--- config.mk ---
export PLATFORM = sky130hd
export DESIGN_NAME = pp_capture_dma
export DESIGN_NICKNAME = d
export VERILOG_FILES = /design/src/rtl/pp_capture_dma.sv
export SDC_FILE = /design/constraint.sdc
export NUM_CORES = 1
export LEC_CHECK = 0
export CORE_UTILIZATION = 44
export CTS_CLUSTER_DIAMETER = 50
export DETAILED_ROUTE_END_ITERATION = 6
export GPL_ROUTABILITY_DRIVEN = 0
export PLACE_DENSITY = 0.81
export SLEW_MARGIN = 20
export SYNTH_ARGS = -nofsm -noshare
export SYNTH_HDL_FRONTEND = slang
export SYNTH_SLANG_ARGS = --single-unit
--- constraint.sdc ---
create_clock -name clk -period 3.7 [get_ports clk]
set_input_delay 0.37 -clock clk [delete_from_list [all_inputs] [get_ports clk]]
set_output_delay 0.37 -clock clk [all_outputs]
set_load 0.01 [all_outputs]
--- src/rtl/pp_capture_dma.sv ---
module pp_capture_dma #(
  parameter int AW  = 16,
  parameter int CPW = 4
) (
  input  logic           clk,
  input  logic           rst_n,
  input  logic           en,
  input  logic           mode,
  input  logic           frame_start,
  input  logic           rx_valid,
  input  logic [7:0]     rx_byte,
  input  logic [7:0]     start_pat,
  input  logic [7:0]     stop_pat,
  input  logic [7:0]     pat_mask,
  input  logic           exact_match,
  input  logic [CPW-1:0] count_pos,
  input  logic [AW-1:0]  base_addr,
  input  logic [AW-1:0]  half_size,
  output logic           wr_en,
  output logic [AW-1:0]  wr_addr,
  output logic [7:0]     wr_data,
  output logic           done,
  output logic           hdone
);

  typedef enum logic [1:0] {S_OFF, S_WAITF, S_HUNT, S_CAP} st_t;

  st_t           state;
  logic [AW-1:0] idx;
  logic [AW-1:0] lim;
  logic          len_known;
  logic          bank;

  logic [7:0]    cmp_mask;
  logic          hit_start, hit_stop, hunting;
  logic [AW-1:0] byte_len, clamp_len, cur_lim, origin;
  logic          at_pos, last_var;

  assign cmp_mask  = exact_match ? 8'hFF : pat_mask;
  assign hit_start = ((rx_byte ^ start_pat) & cmp_mask) == 8'h00;
  assign hit_stop  = ((rx_byte ^ stop_pat)  & cmp_mask) == 8'h00;
  assign hunting   = (state == S_HUNT) || (state == S_WAITF && frame_start);

  assign byte_len  = AW'(rx_byte);
  assign clamp_len = (rx_byte == 8'h00 || byte_len > half_size) ? half_size : byte_len;
  assign at_pos    = idx == AW'(count_pos);
  assign cur_lim   = len_known ? lim : (at_pos ? clamp_len : half_size);
  assign last_var  = ({1'b0, idx} + 1'b1) >= {1'b0, cur_lim};
  assign origin    = base_addr + (bank ? half_size : '0);

  always_ff @(posedge clk) begin
    if (!rst_n) begin
      state     <= S_OFF;
      idx       <= '0;
      lim       <= '0;
      len_known <= 1'b0;
      bank      <= 1'b0;
      wr_en     <= 1'b0;
      wr_addr   <= '0;
      wr_data   <= '0;
      done      <= 1'b0;
      hdone     <= 1'b0;
    end else begin
      wr_en <= 1'b0;
      done  <= 1'b0;
      hdone <= 1'b0;
      if (!en) begin
        state     <= S_OFF;
        idx       <= '0;
        len_known <= 1'b0;
      end else begin
        case (state)
          S_OFF: state <= mode ? S_WAITF : S_HUNT;
          S_WAITF, S_HUNT: begin
            if (hunting && rx_valid && hit_start) begin
              state     <= S_CAP;
              idx       <= '0;
              len_known <= 1'b0;
            end else if (state == S_WAITF && frame_start) begin
              state <= S_HUNT;
            end
          end
          S_CAP: begin
            if (rx_valid) begin
              if (!mode) begin
                wr_en   <= 1'b1;
                wr_addr <= origin + idx;
                wr_data <= rx_byte;
                if (!len_known && at_pos) begin
                  len_known <= 1'b1;
                  lim       <= clamp_len;
                end
                if (last_var) begin
                  done  <= 1'b1;
                  bank  <= ~bank;
                  state <= S_HUNT;
                end else begin
                  idx <= idx + 1'b1;
                end
              end else if (hit_stop) begin
                hdone <= 1'b1;
                bank  <= ~bank;
                state <= S_HUNT;
              end else if (idx < half_size) begin
                wr_en   <= 1'b1;
                wr_addr <= origin + idx;
                wr_data <= rx_byte;
                idx     <= idx + 1'b1;
              end
            end
          end
          default: state <= S_OFF;
        endcase
      end
    end
  end

  // a disabled cycle silences every output on the following cycle
  a_r1_quiet_off: assert property (@(posedge clk) disable iff (!rst_n)
    !en |=> (!wr_en && !done && !hdone));

  // the length-mode completion pulse rides on the final write
  a_r4_done_on_write: assert property (@(posedge clk) disable iff (!rst_n)
    done |-> wr_en);

  // the stop byte is never stored
  a_r7_hdone_alone: assert property (@(posedge clk) disable iff (!rst_n)
    hdone |-> !wr_en);

  // every completion swaps the half-buffer
  a_r9_bank_flip: assert property (@(posedge clk) disable iff (!rst_n)
    (done || hdone) |-> bank != $past(bank));

  // writes stay inside the two half-buffers
  a_r9_addr_range: assert property (@(posedge clk) disable iff (!rst_n)
    wr_en |-> {1'b0, AW'(wr_addr - base_addr)} < ({1'b0, half_size} << 1));

  // no capture may begin before a frame start in delimiter mode
  a_r6_frame_wait: assert property (@(posedge clk) disable iff (!rst_n)
    (state == S_WAITF && !frame_start) |=> state != S_CAP);

endmodule

* Word-level counts from Yosys, hierarchy flattened
Cells that the tools add are included.
** Word-level totals
- Register bits :: 63
- Bits of input ports :: 75
** Operators by class
- Eq/ne operators :: 17
- Reduce and logical (&&, ||, !) cells :: 24
- Order comparisons :: 3
- Add/sub/neg operators :: 4
- Muxes and demuxes :: 39
- Bitwise logic cells :: 10
** Operators with widths (count)
- 2-to-1 mux 16 bit :: 13
- adder 16 bit :: 2
- 2-to-1 mux 8 bit :: 4
- one-hot mux 16 bit (2 select lines) :: 1
- AND reduction 5 bit :: 5
- logical NOT 8 bit :: 3
- != test 3 bit (second input constant) :: 6
- adder 16 x 1 -> 17 bit (second input constant) :: 1
- greater-or-equal comparator 17 x 16 -> 1 bit :: 1
- adder 16 x 1 -> 16 bit (second input constant) :: 1
- bitwise AND 8 bit :: 2
- equality test 16 x 4 -> 1 bit :: 1
- greater-than comparator 8 x 16 -> 1 bit :: 1
- less-than comparator 16 bit :: 1
- bitwise XOR 8 bit :: 2
- 2-to-1 mux 2 bit :: 7
- 2-to-1 mux 1 bit :: 12
- != test 2 bit (second input constant) :: 5
- AND reduction 4 bit :: 2
- NOT 1 bit :: 6
- one-hot mux 2 bit (3 select lines) :: 1
- AND reduction 6 bit :: 1
- OR reduction 5 bit :: 1
- equality test 2 bit (second input constant) :: 2
- other kinds (10) :: 16

* Longest topological paths before layout
Gate-level depths: netlist of run 1.
- Depth in word-level cells :: 10
- Gate-level depth with buffers :: 22
- Gate-level depth less buffers :: 17

* Worst setup path after synthesis of run 1
Ideal clock, no wire load.
- Path kind :: input to register
- From :: input rx_byte[0]
- To :: register idx[0]
- Slack :: -0.391 ns
- Stages :: 21
- Path buffers :: 5
- Library setup time :: 0.127 ns
- Data arrival time :: 3.965 ns
- Cell sequence :: clkbuf_1 > inv_1 > ha_1 > nand4_1 > o211a_1 > nand2_1 > a211oi_1 > nor3b_1 > buf_2 > buf_2 > o31a_1 > ha_1 > and3_1 > a221oi_1 > nand3_1 > o21ai_2 > and4b_1 > buf_6 > and2_4 > buf_12 > o22ai_2
** Between the ends
- Cells in the longest elaborated chain, start to end :: 8
** RTL lines
- start: declaration :: RTL line 11 : input logic [7:0] rx_byte,
- greater-than comparator 8 x 16 -> 1 bit or logical NOT 8 bit (tied branches) :: RTL line 45 : assign clamp_len = (rx_byte == 8'h00 || byte_len > half_size) ? half_size : byte_len;
- logical OR 1 bit :: RTL line 45
- 2-to-1 mux 16 bit :: RTL line 45
- 2-to-1 mux 16 bit (2 in series) :: RTL line 47 : assign cur_lim = len_known ? lim : (at_pos ? clamp_len : half_size);
- greater-or-equal comparator 17 x 16 -> 1 bit :: RTL line 48 : assign last_var = ({1'b0, idx} + 1'b1) >= {1'b0, cur_lim};
- != test 3 bit (no source line)
- AND reduction 6 bit (no source line) *
- end signal: assignment :: RTL line 98 : idx <= idx + 1'b1;
- end signal: assignment :: RTL line 108 : idx <= idx + 1'b1;
- end: declaration :: RTL line 29 : logic [AW-1:0] idx;
Every way passes the cells marked *; elsewhere a longest branch is shown, timed or not.
A chain may end at the register's enable or synchronous reset.

* Worst setup path after layout of run 1
- From :: input rx_byte[4]
- To :: register state[1]
** Between the ends
- Cells in the longest elaborated chain, start to end :: 8
** RTL lines
- greater-than comparator 8 x 16 -> 1 bit or logical NOT 8 bit (tied branches) :: RTL line 45
- logical OR 1 bit :: RTL line 45
- 2-to-1 mux 16 bit :: RTL line 45
- 2-to-1 mux 16 bit (2 in series) :: RTL line 47
- greater-or-equal comparator 17 x 16 -> 1 bit :: RTL line 48
- != test 3 bit (no source line)
- AND reduction 4 bit (no source line)
- end signal: assignment :: RTL line 73 : S_OFF: state <= mode ? S_WAITF : S_HUNT;
- end: declaration :: RTL line 28 : st_t state;
Parallel ways exist; a longest one is shown, timed or not.

==> results of run 1 <==
area by class of cell:
class / count / area (µm²)
Timing Repair Buffer: 186 / 1627
Clock buffer: 12 / 246.5
Sequential cell: 63 / 1264
Clock inverter: 4 / 45.04
Multi-Input combinational cell: 550 / 4389
Fill cell: 972 / 4654
Tap cell: 172 / 215.2
Inverter: 32 / 127.6
sequential cells by signal, indices dropped and copies added, names as in the netlist:
register,count
idx,16
lim,16
wr_addr,16
wr_data,8
state,2
bank,1
done,1
hdone,1
len_known,1
wr_en,1
worst paths after layout:
check                              startpoint          end  slack, ps  cells after the start
worst max-delay path               rx_byte[4]     state[1]        -50                     20
worst min register to register    wr_addr[13]  wr_addr[13]        450                      2
worst max register to register         idx[6]     state[1]         20                     18
worst min-delay path            half_size[14]      lim[14]        440                      4
cells in the mapped netlist, drive strengths merged, types with 10 or more instances:
library cell and number:
nand2 70, dfxtp 63, ha 58, nor2 44, o21ai 42, a21oi 40
mux2i 39, inv 32, xnor2 27, clkbuf 24, nand3 23, and2 19
fa 16, and3 15, buf 15, nor3 15, o21a 15, xor2 14
nand4 13, o31a 11, nor4 10
routing by layer:
| layer | GRT usage (%) | wire length [µm] | share of wire [%] | vias up |
|---|---|---|---|---|
| met5 | 0 | 0 | 0 | - |
| met1 | 30.36 | 7031 | 41 | 2670 |
| met3 | 4.341 | 1044 | 6.1 | 46 |
| met4 | 13.25 | 614 | 3.6 | 0 |
| met2 | 42.08 | 8298 | 49 | 248 |
| li1 | - | - | - | 2754 |
metrics by stage:
step	std cells	area, µm²	TNS [ps]
after floorplan	683	5724	-914.2
after global placement	991	7295	-12860
after detailed placement	991	7295	-14980
after CTS	1012	7639	0
after global routing	1019	7914	-1659
final	1019	7914	-62.71
power by group through the flow:
| stage | logic (W) | registers, W | clock network, W |
|---|---|---|---|
| 3_5_place_dp | 0.000327 | 0.000698 | 0 |
| 5_1_grt | 0.000387 | 0.000683 | 0.000891 |
| 3_3_place_gp | 0.000321 | 0.000698 | 0 |
| 2_1_floorplan | 0.000162 | 0.000698 | 0 |
| 6_report | 0.000361 | 0.000683 | 0.000857 |
| 4_1_cts | 0.000325 | 0.000683 | 0.000863 |
critical path: stages:
cell,delay (ps)
buf_4,130
ha_4,260
nand4_1,90
o211a_1,260
buf_6,130
a22o_4,230
nor3b_4,290
buf_6,160
buf_4,100
mux2i_1,70
o21a_1,170
ha_1,310
nand3b_1,110
a21o_1,200
a31oi_2,200
o21ai_2,100
buf_6,140
a311oi_4,340
nor2_1,90
a311oi_1,220
cells by family (layout without fill, tap and decap cells):
logic type | Yosys count | count (layout) | share of synthesized area (%)
and+or+nand+nor | 240 | 241 | 21.40
AOI/OAI and AO/OA | 155 | 155 | 18.97
adders and majority gates | 74 | 74 | 18.48
buffers and inverters | 71 | 234 | 5.637
DFF | 63 | 63 | 22.28
xor gates and xnor gates | 41 | 41 | 6.344
muxes | 39 | 39 | 6.896
timing repair:
item | 4_1_cts | 5_1_grt
pin swaps | 17 | 39
cloned | 2 | 1
setup endpoints to repair | 19 | 19
gates resized for setup | 37 | 122
setup buffers | 3 | 8
==> metrics.yaml, run 1 <==
avgSynthCellArea_um2: 8.288
total_power_w: 0.001901
layout_commonest_cell: "buf_4"
area_growth_pct: 39.81
yosys.area.top_type: "dfxtp_1"
tightestPinTransition_ps: 1047
crit_fanout: 4
cp.required_ps: 3940
hpwl_mm: 12.57
outcome: "finished with violations"
cts_buffer_depth: 2
rows: 41
hold_path_class: "in -> reg"
initial_core_util_pct: 45.04
synth_warnings: 0
antenna_found_initial: 0
power_density_nw_per_um2: 240.2
cts-buffers-inserted: 9
synth.top_cell.area_share_pct: 22.28
routedWlPerCell_um: 16.67
portBuffers: 101
intPower_w: 0.001408
p_sw_w: 0.0004933
final_util_pct: 62.97
comb_power_share_pct: 19.0
ys_ff_latch: 63
yosysSeqAreaShare_pct: 22.28
fmax_ghz: 0.2670
cts.clk_slew.worst_paths_ps: 50
leakage_nw: 3.490
synth_edf_count: 0
max-cap-violations: 0
vdd_drop_max_uv: 202.9
worst_ep_arrival_time_ps: 3980
synth_cells: 683
maxSlewHeadroom_pct: 30.09
async_flop_share_pct: 0
cts-htree-levels: 3
grt_pass1_vias: 5280
grt_overflow: 0
slew_violations: 0
setup_ws_ps: -45.26
postCtsHoldBufs: 0
mappedNetlistArea_um2: 5660
drive_gt1_share_pct: 22.43
dieArea_um2: 13320
drtAntennaViolNets: 0
switching_share_pct: 25.95
cts_tree: "built"
ioPinCount: 102
critPathLaunchType: "input pin"
rsz0062_at_grt: "yes"
worstSetupEndpointType: "flip-flop"
drc: 0
crit_type: "in -> reg"
post-route-period-util_pct: 101.2
ys_types: 69
first_pass_iters: 6
fin_crit_ps: 3745
fin_nets: 991
via_count: 5718
failed_checks: "negative setup slack"
clk_latency_ps: 340
layout_common_cells: "81 x buf_4, 76 x clkdlybuf4s50_1, 68 x nand2_1, 61 x dfxtp_1, 46 x ha_1"
fin_skew_ps: 10.78
cts_sinks: 63
grt_pass1_wl_mm: 25.56
vias_per_cell: 5.611
setup_viol: 2
dpl_worst_slack_ps: -857.4
grt.total_usage_pct: 24.94
clkPwrFrac_pct: 45.1
whs_ps: 435.1
drt_wl_total_mm: 16.99
fp.coreArea_um2: 12570
seqPwrFrac_pct: 35.9
report.final.hold_viol_count: 0
synth_area_leaders: "dfxtp_1 22%, ha_1 13%, mux2i_1 6.9%"
ys.flop_type: "dfxtp_1"
drt_iter0_drc: 478
n_antenna_cell: 0
chipWidth_um: 115.4
cts-root-buf: "clkbuf_16"
grt_max_degree: 34
synth_nets: 832
fp.dieH_um: 115.4
Power figures use the tool's default switching activity.
==> inputs of run 2 (changes only) <==
--- a/config.mk
+++ b/config.mk
@@ -5,6 +5,7 @@
 export SDC_FILE = /design/constraint.sdc
 export NUM_CORES = 1
 export LEC_CHECK = 0
+export ABC_AREA = 1
 export CORE_UTILIZATION = 44
 export CTS_CLUSTER_DIAMETER = 50
 export DETAILED_ROUTE_END_ITERATION = 6
==> metrics.yaml, run 2 <==
cp.required_ps: 3930  # about the same
hpwl_mm: 14.36  # +14%
grt_overflow: 0  # unchanged
setup_viol: 0  # -2
top_usage_layer: "met2"
cts_buffer_depth: 2  # unchanged
p_sw_w: 0.0006050  # +23%
ys_types: 39  # -43%
first_pass_iters: 5  # -1
leakage_nw: 4.075  # +17%
clkPwrFrac_pct: 38.5  # -6.6 points
drive_gt1_share_pct: 7.923  # -15 points
seqPwrFrac_pct: 35.5  # -0.4 points
vdd_drop_max_uv: 206.4  # +1.7%
via_count: 6564  # +15%
post-route-period-util_pct: 95.14  # -6.1 points
reg2reg_from: "idx[11]"
postCtsHoldBufs: 0  # unchanged
timing.rr.end: "state[0]"
area_growth_pct: 29.17
use_met3_pct: 4.563  # +0.22 points
grt_pass1_vias: 6258  # +19%
layout_common_cells: "260 x nand2_1, 154 x inv_1, 97 x clkdlybuf4s50_1, 78 x nor2_1, 73 x nand3_1"
crit_path_top_delay_cell: "clkdlybuf4s50_1"
fmax_ghz: 0.2841  # +6.4%
antenna_found_initial: 0  # unchanged
layout_commonest_cell: "nand2_1"
fin_skew_ps: 11.30  # +0.5194 ps
worstSetupEndpointType: "flip-flop"
yosys.area.top_type: "dfxtp_1"
drc: 0  # unchanged
fin_area_um2: 7889  # -0.32%
grt_pass1_wl_mm: 28.83  # +13%
reg_top3: "idx x16, lim x16, wr_addr x16"
fp.coreArea_um2: 13400  # +6.6%
cts.clk_slew.worst_paths_ps: 50  # about the same
n_antenna_cell: 0  # unchanged
nFillCells: 1244  # +28%
post-synth-top-count-cell: "nand2_1"
max-cap-violations: 0  # unchanged
cpPeakStageDelay_ps: 530  # +190 ps
chipWidth_um: 119.8  # +3.8%
hold_end: "wr_addr[5]"
power_density_nw_per_um2: 252.0  # +4.9%
worst_ep_arrival_time_ps: 3750  # -230 ps
drtAntennaViolNets: 0  # unchanged
worstRegToRegCells: 25  # +7
gr-usage-met2_pct: 43.32  # +1.2 points
portBuffers: 101  # unchanged
min_path_cells: 2  # -2
routedWlPerCell_um: 13.76  # -17%
drt_wl_total_mm: 17.53  # +3.2%
r2r_slack_ps: 310  # +290 ps
mappedNetlistArea_um2: 6107  # +7.9%
cts-htree-levels: 3  # unchanged
grt_use_met1_pct: 30.80  # +0.44 points
min_from: "wr_addr[5]"
synth_common_cells: "263 x nand2_1, 154 x inv_1, 81 x nor2_1"
final_util_pct: 58.87  # -4.1 points
intPower_w: 0.001383  # -1.8%
synth_area_leaders: "dfxtp_1 21%, nand2_1 16%, ha_1 12%"
cts_sinks: 63  # unchanged
place_area_um2: 7562  # +3.7%
tightestPinTransition_ps: 665.3  # -381.9 ps
fin_crit_ps: 3520  # -225.2 ps
post_cts_buffers: 0  # -3
async_flop_share_pct: 0  # unchanged
slew_violations: 0  # unchanged
synth_nets: 1112  # +34%
drt_iter0_drc: 527  # +10%
maxSlewHeadroom_pct: 55.60  # +26 points
cts-buffers-inserted: 9  # unchanged
dieArea_um2: 14350  # +7.8%
rows: 42  # +2.4%
ioPinCount: 102  # unchanged
fin_nets: 1243  # +25%
clk_latency_ps: 350  # about the same
cts-root-buf: "clkbuf_16"
avgSynthCellArea_um2: 6.342  # -23%
crit_fanout: 16  # +12
synth_cells: 963  # +41%
outcome: "complete, no violations"
vias_per_cell: 5.152  # -8.2%
synth_warnings: 0  # unchanged
synth.top_cell.area_share_pct: 20.65  # -1.6 points
yosysSeqAreaShare_pct: 20.65  # -1.6 points
cp_common_cell: "nand2_1"
crit_type: "in -> reg"
critPathLaunchType: "input pin"
report.final.hold_viol_count: 0  # unchanged
initial_core_util_pct: 45.57  # +0.54 points
fp.dieH_um: 119.8  # +3.8%
grt_max_degree: 26  # -24%
ys.flop_type: "dfxtp_1"
ys_ff_latch: 63  # unchanged
cts_tree: "built"
switching_share_pct: 30.43  # +4.5 points
synth_edf_count: 0  # unchanged
hold_path_class: "reg -> reg"
comb_power_share_pct: 26.0  # +7.0 points
grt.total_usage_pct: 25.33  # +0.39 points
## run 2: cell types whose count changed after synthesis, sizes merged, moves of 18 or more
cell / previous run / this run
nand2: 70 / 268
inv: 32 / 157
nand3: 23 / 78
mux2i: 39 / 0
nor2: 44 / 83
a21oi: 40 / 69
xnor2: 27 / 8
nand4: 13 / 31
## run 2: cell type report
type	instances	area, µm²	area share (%)
Timing Repair Buffer	148	1394	17.67
Sequential cell	63	1261	15.99
Tap cell	176	220.2	2.791
Clock inverter	4	22.52	0.2855
Multi-Input combinational cell	711	4144	52.53
Inverter	161	604.3	7.661
Clock buffer	11	242.7	3.077
## run 2: critical path: cells and delay by family
kind | cells | cell delay [ps]
simple gates | 20 | 1730
fa+ha+maj | 2 | 620
buf+inv | 7 | 1040
## run 2: metrics by stage
step | setup slack (ps) | std cells | TNS, ps | hold WS [ps] | power, W
4_1_cts | 172.6 | 1273 | 0 | 460.6 | 0.001991
5_1_grt | -29.27 | 1274 | -83.68 | 471.9 | 0.002100
3_3_place_gp | -64.91 | 1258 | -839.2 | 450.1 | 0.001208
2_1_floorplan | 627.6 | 963 | 0 | 471.7 | 0.001014
6_report | 179.9 | 1274 | 0 | 459.5 | 0.001988
3_5_place_dp | -175.3 | 1258 | -2664 | 452.9 | 0.001221
## run 2: cells by family after synthesis
family          share of synthesized area [%]
compound gates                          10.98
xor+xnor                                4.159
fa+ha+maj                               17.13
buf+inv                                 12.25
flops                                   20.65
simple gates                            34.83
## run 2: metal layers
metal	part of all wire (%)	wire (µm)	vias up
li1	-	-	3345
met1	43	7511	2944
met2	47	8246	229
met3	6.6	1150	46
met4	3.6	624	0
met5	0	0	-
## run 2: how the worst max path moves through the flow
stage / from / end / slack (ps) / cells past startpoint
floorplan: half_size[7] / idx[0] / 630 / 27
global route: half_size[3] / idx[10] / -30 / 28
CTS: half_size[7] / state[0] / 170 / 29
detailed placement: half_size[7] / state[0] / -180 / 29
global placement: half_size[7] / idx[1] / -60 / 27
finish: half_size[3] / state[0] / 180 / 29
## run 2: power groups by stage
stage / Sequential (W) / Combinational (W) / Clock, W
5_1_grt: 0.000706 / 0.000581 / 0.000812
2_1_floorplan: 0.000716 / 0.000299 / 0
3_5_place_dp: 0.000719 / 0.000502 / 0
4_1_cts: 0.000705 / 0.000506 / 0.000780
6_report: 0.000706 / 0.000518 / 0.000765
3_3_place_gp: 0.000719 / 0.000489 / 0
## run 2: timing repair
item | in CTS | in global routing
gates resized for setup | 0 | 16
hold endpoints to repair | 0 | 0
setup endpoints to repair | 0 | 20
==> inputs of run 3 (changes only) <==
--- a/config.mk
+++ b/config.mk
@@ -11,6 +11,7 @@
 export DETAILED_ROUTE_END_ITERATION = 6
 export GPL_ROUTABILITY_DRIVEN = 0
 export PLACE_DENSITY = 0.81
+export SKIP_CTS_REPAIR_TIMING = 1
 export SLEW_MARGIN = 20
 export SYNTH_ARGS = -nofsm -noshare
 export SYNTH_HDL_FRONTEND = slang
==> results of run 3 <==
Final layout, timing and power as in run 2 (identical DEF).
